## src/rtl/sw_pkg.sv

```systemverilog
`timescale 1ns/1ps
package sw_pkg;
  localparam int WORD_BITS = 32;

  typedef enum logic [1:0] {
    ST_IDLE  = 2'd0,
    ST_HIGH  = 2'd1,
    ST_SPLIT = 2'd2
  } seq_state_e;
endpackage

```

## src/rtl/sw_bank.sv

```systemverilog
`timescale 1ns/1ps
module sw_bank #(
  parameter int WIDTH = 8,
  parameter int DEPTH = 64,
  localparam int AW = $clog2(DEPTH)
) (
  input  logic             clk,
  input  logic             rst_n,
  input  logic             we,
  input  logic [AW-1:0]    waddr,
  input  logic [WIDTH-1:0] wdata,
  input  logic [AW-1:0]    raddr,
  output logic [WIDTH-1:0] rdata
);
  logic [WIDTH-1:0] cells [DEPTH];

  always_ff @(posedge clk or negedge rst_n) begin
    if (!rst_n) begin
      for (int i = 0; i < DEPTH; i++) cells[i] <= '0;
    end else if (we) begin
      cells[waddr] <= wdata;
    end
  end

  assign rdata = cells[raddr];
endmodule

```

## src/rtl/sw_ctrl.sv

```systemverilog
`timescale 1ns/1ps
module sw_ctrl
  import sw_pkg::*;
#(
  parameter int LINES = 16,
  parameter int WORDS = 4,
  parameter int IDX_W = 4,
  localparam int LINE_W = $clog2(LINES),
  localparam int WORD_W = $clog2(WORDS),
  localparam int ADDR_W = LINE_W + WORD_W,
  localparam int HI_W   = WORD_BITS - IDX_W
) (
  input  logic                 clk,
  input  logic                 rst_n,
  input  logic                 fill_valid,
  output logic                 fill_ready,
  input  logic [LINE_W-1:0]    fill_line,
  input  logic [WORD_W-1:0]    fill_word,
  input  logic                 fill_enc,
  input  logic [IDX_W-1:0]     fill_idx,
  input  logic [WORD_BITS-1:0] fill_data,
  input  logic                 wr_valid,
  output logic                 wr_ready,
  input  logic [LINE_W-1:0]    wr_line,
  input  logic [WORD_W-1:0]    wr_word,
  input  logic                 wr_enc,
  input  logic [IDX_W-1:0]     wr_idx,
  input  logic [WORD_BITS-1:0] wr_data,
  input  logic                 rd_valid,
  output logic                 rd_ready,
  input  logic [LINE_W-1:0]    rd_line,
  input  logic [WORD_W-1:0]    rd_word,
  output logic                 rsp_valid,
  input  logic                 rsp_ready,
  output logic [WORD_BITS-1:0] rsp_data,
  output logic                 rsp_enc,
  output logic                 dict_rd_en,
  output logic [IDX_W-1:0]     dict_rd_idx,
  input  logic [WORD_BITS-1:0] dict_rd_value,
  output logic                 hi_en,
  output logic                 busy,
  output logic                 lo_we,
  output logic [ADDR_W-1:0]    lo_waddr,
  output logic [IDX_W:0]       lo_wdata,
  output logic [ADDR_W-1:0]    lo_raddr,
  input  logic [IDX_W:0]       lo_rdata,
  output logic                 hi_we,
  output logic [ADDR_W-1:0]    hi_waddr,
  output logic [HI_W-1:0]      hi_wdata,
  output logic [ADDR_W-1:0]    hi_raddr,
  input  logic [HI_W-1:0]      hi_rdata
);
  seq_state_e st_q;
  logic [ADDR_W-1:0]    rd_addr_q;
  logic [IDX_W-1:0]     lo_keep_q;
  logic [LINE_W-1:0]    sp_line_q;
  logic [WORD_W-1:0]    sp_tgt_q;
  logic [WORD_W-1:0]    sp_ptr_q;
  logic [WORD_BITS-1:0] sp_data_q;

  logic idle, fill_fire, wr_fire, rd_fire, lo_flag, wr_split;
  logic [IDX_W-1:0] lo_bits;

  assign idle       = (st_q == ST_IDLE);
  assign busy       = (st_q == ST_SPLIT);
  assign fill_ready = idle;
  assign wr_ready   = idle && !fill_valid;
  assign rd_ready   = idle && !fill_valid && !wr_valid && !rsp_valid;
  assign fill_fire  = fill_valid && fill_ready;
  assign wr_fire    = wr_valid && wr_ready;
  assign rd_fire    = rd_valid && rd_ready;

  always_comb begin
    if (busy)          lo_raddr = {sp_line_q, sp_ptr_q};
    else if (wr_valid) lo_raddr = {wr_line, wr_word};
    else               lo_raddr = {rd_line, rd_word};
  end

  assign lo_flag  = lo_rdata[IDX_W];
  assign lo_bits  = lo_rdata[IDX_W-1:0];
  assign wr_split = wr_fire && lo_flag && !wr_enc;
  assign hi_raddr = rd_addr_q;
  assign dict_rd_idx = lo_bits;

  // Array write steering and dictionary use for every state
  always_comb begin
    lo_we      = 1'b0;
    lo_waddr   = '0;
    lo_wdata   = '0;
    hi_we      = 1'b0;
    hi_waddr   = '0;
    hi_wdata   = '0;
    dict_rd_en = 1'b0;
    unique case (st_q)
      ST_IDLE: begin
        if (fill_fire) begin
          lo_we    = 1'b1;
          lo_waddr = {fill_line, fill_word};
          if (fill_enc) begin
            lo_wdata = {1'b1, fill_idx};
          end else begin
            lo_wdata = {1'b0, fill_data[IDX_W-1:0]};
            hi_we    = 1'b1;
            hi_waddr = {fill_line, fill_word};
            hi_wdata = fill_data[WORD_BITS-1:IDX_W];
          end
        end else if (wr_fire) begin
          if (lo_flag && wr_enc) begin
            lo_we    = 1'b1;
            lo_waddr = {wr_line, wr_word};
            lo_wdata = {1'b1, wr_idx};
          end else if (!lo_flag) begin
            lo_we    = 1'b1;
            lo_waddr = {wr_line, wr_word};
            lo_wdata = {1'b0, wr_data[IDX_W-1:0]};
            hi_we    = 1'b1;
            hi_waddr = {wr_line, wr_word};
            hi_wdata = wr_data[WORD_BITS-1:IDX_W];
          end
        end else if (rd_fire && lo_flag) begin
          dict_rd_en = 1'b1;
        end
      end
      ST_SPLIT: begin
        if (sp_ptr_q == sp_tgt_q) begin
          lo_we    = 1'b1;
          lo_waddr = {sp_line_q, sp_ptr_q};
          lo_wdata = {1'b0, sp_data_q[IDX_W-1:0]};
          hi_we    = 1'b1;
          hi_waddr = {sp_line_q, sp_ptr_q};
          hi_wdata = sp_data_q[WORD_BITS-1:IDX_W];
        end else if (lo_flag) begin
          dict_rd_en = 1'b1;
          lo_we    = 1'b1;
          lo_waddr = {sp_line_q, sp_ptr_q};
          lo_wdata = {1'b0, dict_rd_value[IDX_W-1:0]};
          hi_we    = 1'b1;
          hi_waddr = {sp_line_q, sp_ptr_q};
          hi_wdata = dict_rd_value[WORD_BITS-1:IDX_W];
        end
      end
      default: ;
    endcase
  end

  assign hi_en = hi_we || (st_q == ST_HIGH);

  always_ff @(posedge clk or negedge rst_n) begin
    if (!rst_n) begin
      st_q      <= ST_IDLE;
      rd_addr_q <= '0;
      lo_keep_q <= '0;
      sp_line_q <= '0;
      sp_tgt_q  <= '0;
      sp_ptr_q  <= '0;
      sp_data_q <= '0;
      rsp_valid <= 1'b0;
      rsp_data  <= '0;
      rsp_enc   <= 1'b0;
    end else begin
      if (rsp_valid && rsp_ready) rsp_valid <= 1'b0;
      unique case (st_q)
        ST_IDLE: begin
          if (rd_fire) begin
            if (lo_flag) begin
              rsp_valid <= 1'b1;
              rsp_data  <= dict_rd_value;
              rsp_enc   <= 1'b1;
            end else begin
              rd_addr_q <= {rd_line, rd_word};
              lo_keep_q <= lo_bits;
              st_q      <= ST_HIGH;
            end
          end else if (wr_split) begin
            sp_line_q <= wr_line;
            sp_tgt_q  <= wr_word;
            sp_data_q <= wr_data;
            sp_ptr_q  <= '0;
            st_q      <= ST_SPLIT;
          end
        end
        ST_HIGH: begin
          rsp_valid <= 1'b1;
          rsp_data  <= {hi_rdata, lo_keep_q};
          rsp_enc   <= 1'b0;
          st_q      <= ST_IDLE;
        end
        ST_SPLIT: begin
          sp_ptr_q <= sp_ptr_q + WORD_W'(1);
          if (sp_ptr_q == WORD_W'(WORDS - 1)) st_q <= ST_IDLE;
        end
        default: st_q <= ST_IDLE;
      endcase
    end
  end

  // Length of the current expansion run, used only by the check below
  logic [WORD_W:0] split_run_q;
  always_ff @(posedge clk or negedge rst_n) begin
    if (!rst_n)    split_run_q <= '0;
    else if (busy) split_run_q <= split_run_q + (WORD_W+1)'(1);
    else           split_run_q <= '0;
  end

  assert_enc_fast_R4: assert property (@(posedge clk) disable iff (!rst_n)
    (rd_fire && lo_flag) |=> (rsp_valid && rsp_enc));

  assert_enc_no_high_R4: assert property (@(posedge clk) disable iff (!rst_n)
    (rd_fire && lo_flag) |-> (dict_rd_en && !hi_en));

  assert_raw_two_step_R5: assert property (@(posedge clk) disable iff (!rst_n)
    (rd_fire && !lo_flag) |=> (hi_en && !rsp_valid) ##1 (rsp_valid && !rsp_enc));

  assert_rsp_hold_R6: assert property (@(posedge clk) disable iff (!rst_n)
    (rsp_valid && !rsp_ready) |=> (rsp_valid && $stable(rsp_data)));

  assert_single_read_R6: assert property (@(posedge clk) disable iff (!rst_n)
    rsp_valid |-> !rd_ready);

  assert_split_length_R9: assert property (@(posedge clk) disable iff (!rst_n)
    $fell(busy) |-> (split_run_q == (WORD_W+1)'(WORDS)));
endmodule

```

## src/rtl/split_word_reader.sv

```systemverilog
`timescale 1ns/1ps
module split_word_reader
  import sw_pkg::*;
#(
  parameter int LINES  = 16,
  parameter int WORDS  = 4,
  parameter int DICT_N = 16
) (
  input  logic                       clk,
  input  logic                       rst_n,
  input  logic                       fill_valid,
  output logic                       fill_ready,
  input  logic [$clog2(LINES)-1:0]   fill_line,
  input  logic [$clog2(WORDS)-1:0]   fill_word,
  input  logic                       fill_enc,
  input  logic [$clog2(DICT_N)-1:0]  fill_idx,
  input  logic [31:0]                fill_data,
  input  logic                       wr_valid,
  output logic                       wr_ready,
  input  logic [$clog2(LINES)-1:0]   wr_line,
  input  logic [$clog2(WORDS)-1:0]   wr_word,
  input  logic                       wr_enc,
  input  logic [$clog2(DICT_N)-1:0]  wr_idx,
  input  logic [31:0]                wr_data,
  input  logic                       rd_valid,
  output logic                       rd_ready,
  input  logic [$clog2(LINES)-1:0]   rd_line,
  input  logic [$clog2(WORDS)-1:0]   rd_word,
  output logic                       rsp_valid,
  input  logic                       rsp_ready,
  output logic [31:0]                rsp_data,
  output logic                       rsp_enc,
  output logic                       dict_rd_en,
  output logic [$clog2(DICT_N)-1:0]  dict_rd_idx,
  input  logic [31:0]                dict_rd_value,
  output logic                       hi_en,
  output logic                       busy
);
  localparam int IDX_W  = $clog2(DICT_N);
  localparam int DEPTH  = LINES * WORDS;
  localparam int ADDR_W = $clog2(DEPTH);
  localparam int HI_W   = WORD_BITS - IDX_W;

  logic              lo_we, hi_we;
  logic [ADDR_W-1:0] lo_waddr, lo_raddr, hi_waddr, hi_raddr;
  logic [IDX_W:0]    lo_wdata, lo_rdata;
  logic [HI_W-1:0]   hi_wdata, hi_rdata;

  sw_ctrl #(.LINES(LINES), .WORDS(WORDS), .IDX_W(IDX_W)) ctrl_i (
    .clk(clk), .rst_n(rst_n),
    .fill_valid(fill_valid), .fill_ready(fill_ready), .fill_line(fill_line),
    .fill_word(fill_word), .fill_enc(fill_enc), .fill_idx(fill_idx), .fill_data(fill_data),
    .wr_valid(wr_valid), .wr_ready(wr_ready), .wr_line(wr_line), .wr_word(wr_word),
    .wr_enc(wr_enc), .wr_idx(wr_idx), .wr_data(wr_data),
    .rd_valid(rd_valid), .rd_ready(rd_ready), .rd_line(rd_line), .rd_word(rd_word),
    .rsp_valid(rsp_valid), .rsp_ready(rsp_ready), .rsp_data(rsp_data), .rsp_enc(rsp_enc),
    .dict_rd_en(dict_rd_en), .dict_rd_idx(dict_rd_idx), .dict_rd_value(dict_rd_value),
    .hi_en(hi_en), .busy(busy),
    .lo_we(lo_we), .lo_waddr(lo_waddr), .lo_wdata(lo_wdata), .lo_raddr(lo_raddr),
    .lo_rdata(lo_rdata),
    .hi_we(hi_we), .hi_waddr(hi_waddr), .hi_wdata(hi_wdata), .hi_raddr(hi_raddr),
    .hi_rdata(hi_rdata)
  );

  sw_bank #(.WIDTH(IDX_W + 1), .DEPTH(DEPTH)) low_bank_i (
    .clk(clk), .rst_n(rst_n), .we(lo_we), .waddr(lo_waddr), .wdata(lo_wdata),
    .raddr(lo_raddr), .rdata(lo_rdata)
  );

  sw_bank #(.WIDTH(HI_W), .DEPTH(DEPTH)) high_bank_i (
    .clk(clk), .rst_n(rst_n), .we(hi_we), .waddr(hi_waddr), .wdata(hi_wdata),
    .raddr(hi_raddr), .rdata(hi_rdata)
  );
endmodule

```

## config.mk

```make
export PLATFORM = sky130hd
export DESIGN_NAME = split_word_reader
export DESIGN_NICKNAME = d
export VERILOG_FILES = /design/src/rtl/sw_pkg.sv /design/src/rtl/sw_bank.sv /design/src/rtl/sw_ctrl.sv /design/src/rtl/split_word_reader.sv
export SDC_FILE = /design/constraint.sdc
export NUM_CORES = 2
export LEC_CHECK = 0
export CAP_MARGIN = 30
export CORE_AREA = 2 2 453 455
export DETAILED_ROUTE_END_ITERATION = 10
export DIE_AREA = 0 0 455 457
export GPL_ROUTABILITY_DRIVEN = 0
export PLACE_DENSITY = 0.66
export SLEW_MARGIN = 10
export SYNTH_ARGS = -nofsm -noshare
export SYNTH_HDL_FRONTEND = slang
export SYNTH_SLANG_ARGS = --single-unit
```

## constraint.sdc

```tcl
create_clock -name clk -period 7.95 [get_ports clk]
set_input_delay 1.9875 -clock clk [delete_from_list [all_inputs] [get_ports clk]]
set_output_delay 1.9875 -clock clk [all_outputs]
set_load 0.02 [all_outputs]
```

==> summary.md <==
| Metric | Value |
|---|---|
| Power share of the combinational group | `33.9%` |
| CTS clk-pin slew, worst paths | `0.06 ns` |
| Layout Area Growth over Synthesis | `13.3%` |
| Crit path max-delay cell type | `clkdlybuf4s50_1` |
| Lkg Pwr | `53.5 nW` |
| Number of buffers added on ports | `173` |
| Hold WC Path Type | `reg -> reg` |
| Commonest non-fill, non-tap cell in the layout | `dfrtp_1` |
| Dpl hpwl | `167 mm` |
| Htree depth | `4` |
| Net switching power | `13.2 mW` |
| Fraction of registers with async set/reset | `100%` |
| First-pass GRT wire length | `416 mm` |
| Status | `completed` |
| Synth area leader | `dfrtp_1` |
| Number of synthesis warnings | `0` |
| Predominant post-synthesis flop cell | `dfrtp_1` |
| Cell Count Post-Placement | `8,817` |
| Setup CP Type | `in -> out` |
| I/O Pins | `174` |
| Nets | `6,491` |
| Synth Cell Area | `101,000 um2` |
| Sequential share of power | `39.2%` |
| Worst r2r path cells | `15` |
| Hold Vio Cnt, Final | `0` |
| Final core area utilization | `56.3%` |
| Cells after Synth | `6,292` |
| Commonest cells after routing, fill and taps aside | `dfrtp_1, mux2_2, mux4_2` |
| Die height | `457 um` |
| Count of different cell masters after synthesis | `72` |
| Number of max-cap violations | `0` |
| Clk Tree Root Cell | `clkbuf_16` |
| Worst-path fanout max | `20` |
| Worst setup EP type | `primary output` |
| CP startpoint kind | `input port` |
| TritonCTS clock tree | `built` |
| Final ANT Viol Nets | `0` |
| Tcrit/Tclk final | `98.6%` |
| Cts hold-fix bufs | `0` |
| Post-synth top area share | `54.5%` |
| Fin worst setup slack | `0.108 ns` |
| Total Routing Usage GR | `27.1%` |
| Finished Layout Cells | `9,242` |
| Detailed-route via count | `57,700` |
| CP peak stage delay | `0.70 ns` |
| Post-CTS Setup Bufs | `0` |
| EDFF count, synth | `0` |
| Synth top area cells | `dfrtp_1, mux2_2, mux4_2, clkbuf_1, mux2i_1` |
| Switching share of power | `33.6%` |
| Clock Path Buffers | `3` |
| Worst-margin pin slew | `1.19 ns` |
| CP Cell Sequence | `clkdlybuf4s50_1 > mux2i_2 > a21boi_4 > buf_12 > buf_12 > mux2_2 > o211ai_1 > nand4_1 > a22o_1 > a211o_1 > a211oi_2 > nand2_1 > clkdlybuf4s50_1` |
| Vias in the first global route | `60,500` |
| Mean Syn Cell Area | `16.1 um2` |
| DRC | `0` |
| # setup viols final | `0` |
| Clock sinks | `2,198` |
| GR Overflow Total | `0` |
| Hold depth | `2` |
| Relative slew slack | `20.8%` |
| TritonCTS Buffers | `227` |
| Power density over the cells | `344 nW/um2` |
| Register area share after synthesis | `54.5%` |
| DP Worst Slack | `-0.0329 ns` |
| Clk pwr share | `26.9%` |
| Initial antenna violation count | `23` |
| Clk Latency, worst-skew pair | `0.87 ns` |
| Largest net degree at the start of global routing | `187` |
| Unrepaired setup endpoints after global routing | `no` |
| Total power draw | `39.4 mW` |
| 1st-iter DRT viols | `4,626` |
| VDD IR max | `0.265 mV` |
| Die ar. | `208,000 um2` |
| DR WL/cell | `30.0 um` |
| Final Slew Violations | `0` |
| Core Area | `203,000 um2` |
| # rows | `166` |
| Worst path arrival time | `5.85 ns` |
| F_max | `0.128 GHz` |
| Layout Skew | `0.0340 ns` |
| Vias per std cell | `6.24` |
| Minimum clock period | `7.84 ns` |
| Cell Int Power | `26.1 mW` |
| Initial core utilization | `49.7%` |
| Die width | `455 um` |
| Post-synth net total | `6,423` |
| DR pass1 iterations | `7` |
| Share of layout cells above drive strength 1 | `54.0%` |
| Routed WL | `278 mm` |
| Required time of the critical path | `5.96 ns` |
| Synth Register Bits | `2,198` |
==> layout make-up <==
| class | instances | area, um2 |
|---|---|---|
| clock buffers | 332 | 6640 |
| fillers | 15800 | 88900 |
| well taps | 2688 | 3360 |
| clock inverters | 84 | 761 |
| multi-input cells | 3480 | 43900 |
| flip-flops and latches | 2198 | 55000 |
| repair buffers | 427 | 4640 |
| inverters | 26 | 97.6 |
| diodes | 7 | 17.5 |
==> synth_stat cells, drive strengths merged (9+ instances only) <==
master	n
dfrtp	2198
mux2	2140
mux4	652
clkbuf	394
buf	194
nand2	120
mux2i	111
nor2	106
o21ai	43
inv	26
nand2b	26
a21oi	23
nand3	22
nor3	21
a22oi	20
a221o	18
o211ai	17
a221oi	16
a222oi	16
or2	16
and2	10
o221ai	10
a2bb2oi	9
==> layer usage <==
layer	GRT usage (%)	part of all wire (%)
met5	0	0.018
met4	8.18	3.0
met3	4.54	5.6
met2	43.3	48
met1	38.2	43
==> power by group through the flow <==
stage	combinational, mW	clock (mW)	sequential [mW]
floorplan	9.18	0	14.9
CTS	13.3	10.8	15.4
finish	13.3	10.6	15.4
global route	14.1	11.2	15.8
global placement	13.0	0	15.5
detailed placement	13.3	0	15.6
==> critical path: cells and delay by family <==
family | cells | cell delay (ns)
buf+inv | 4 | 1.60
mux | 2 | 0.73
compound gates | 5 | 1.23
simple gates | 2 | 0.29
==> timing repair <==
| item | 4_1_cts | 5_1_grt |
|---|---|---|
| pin swaps | 1 | 0 |
| endpoints found under the setup margin | 1 | 2 |
| gates resized for setup | 3 | 5 |
==> sequential cells by signal (all words and copies together), names as in the netlist, 4 cells and up <==
register and count:
low_bank_i.cells 320, ctrl_i.lo_keep_q 4, ctrl_i.hi_raddr 6, ctrl_i.sp_data_q 32, high_bank_i.cells 1792, ctrl_i.sp_line_q 4, ctrl_i.rsp_data 32
==> stage by stage <==
stage	TNS [ns]	instance area (um2)	hold WS, ns
after detailed placement	-0.0329	107000	0.463
final	0	114000	0.479
after global placement	-0.0585	107000	0.455
after floorplan	0	101000	0.444
after global routing	0	114000	0.499
after CTS	0	114000	0.480
==> final timing paths <==
kind / start / to / slack (ns)
worst max-delay path: wr_valid / hi_en / 0.11
worst min-delay path: ctrl_i.lo_keep_q[2] / ctrl_i.rsp_data[2] / 0.48
worst max register to register: ctrl_i.st_q[1] / high_bank_i.cells[1785] / 2.17
worst min register to register: ctrl_i.lo_keep_q[2] / ctrl_i.rsp_data[2] / 0.48
max in group asynchronous: rst_n / high_bank_i.cells[759] / 4.93
min in group asynchronous: rst_n / high_bank_i.cells[1673] / 1.14
==> cells by family (layout without fill, tap and decap cells) <==
logic type / after synthesis / count (layout) / synth area share [%]
flip-flops: 2198 / 2198 / 54.5
AO/OA/AOI/OAI: 222 / 222 / 1.71
multiplexers: 2903 / 2903 / 39.5
adder cells (fa/ha/maj): 1 / 1 / 0.0124
other: 0 / 7 / 0
buffers and inverters: 614 / 869 / 2.55
XOR/XNOR: 2 / 2 / 0.0173
AND/OR/NAND/NOR: 352 / 352 / 1.72
Note: power is estimated with default switching activity, not from simulation.
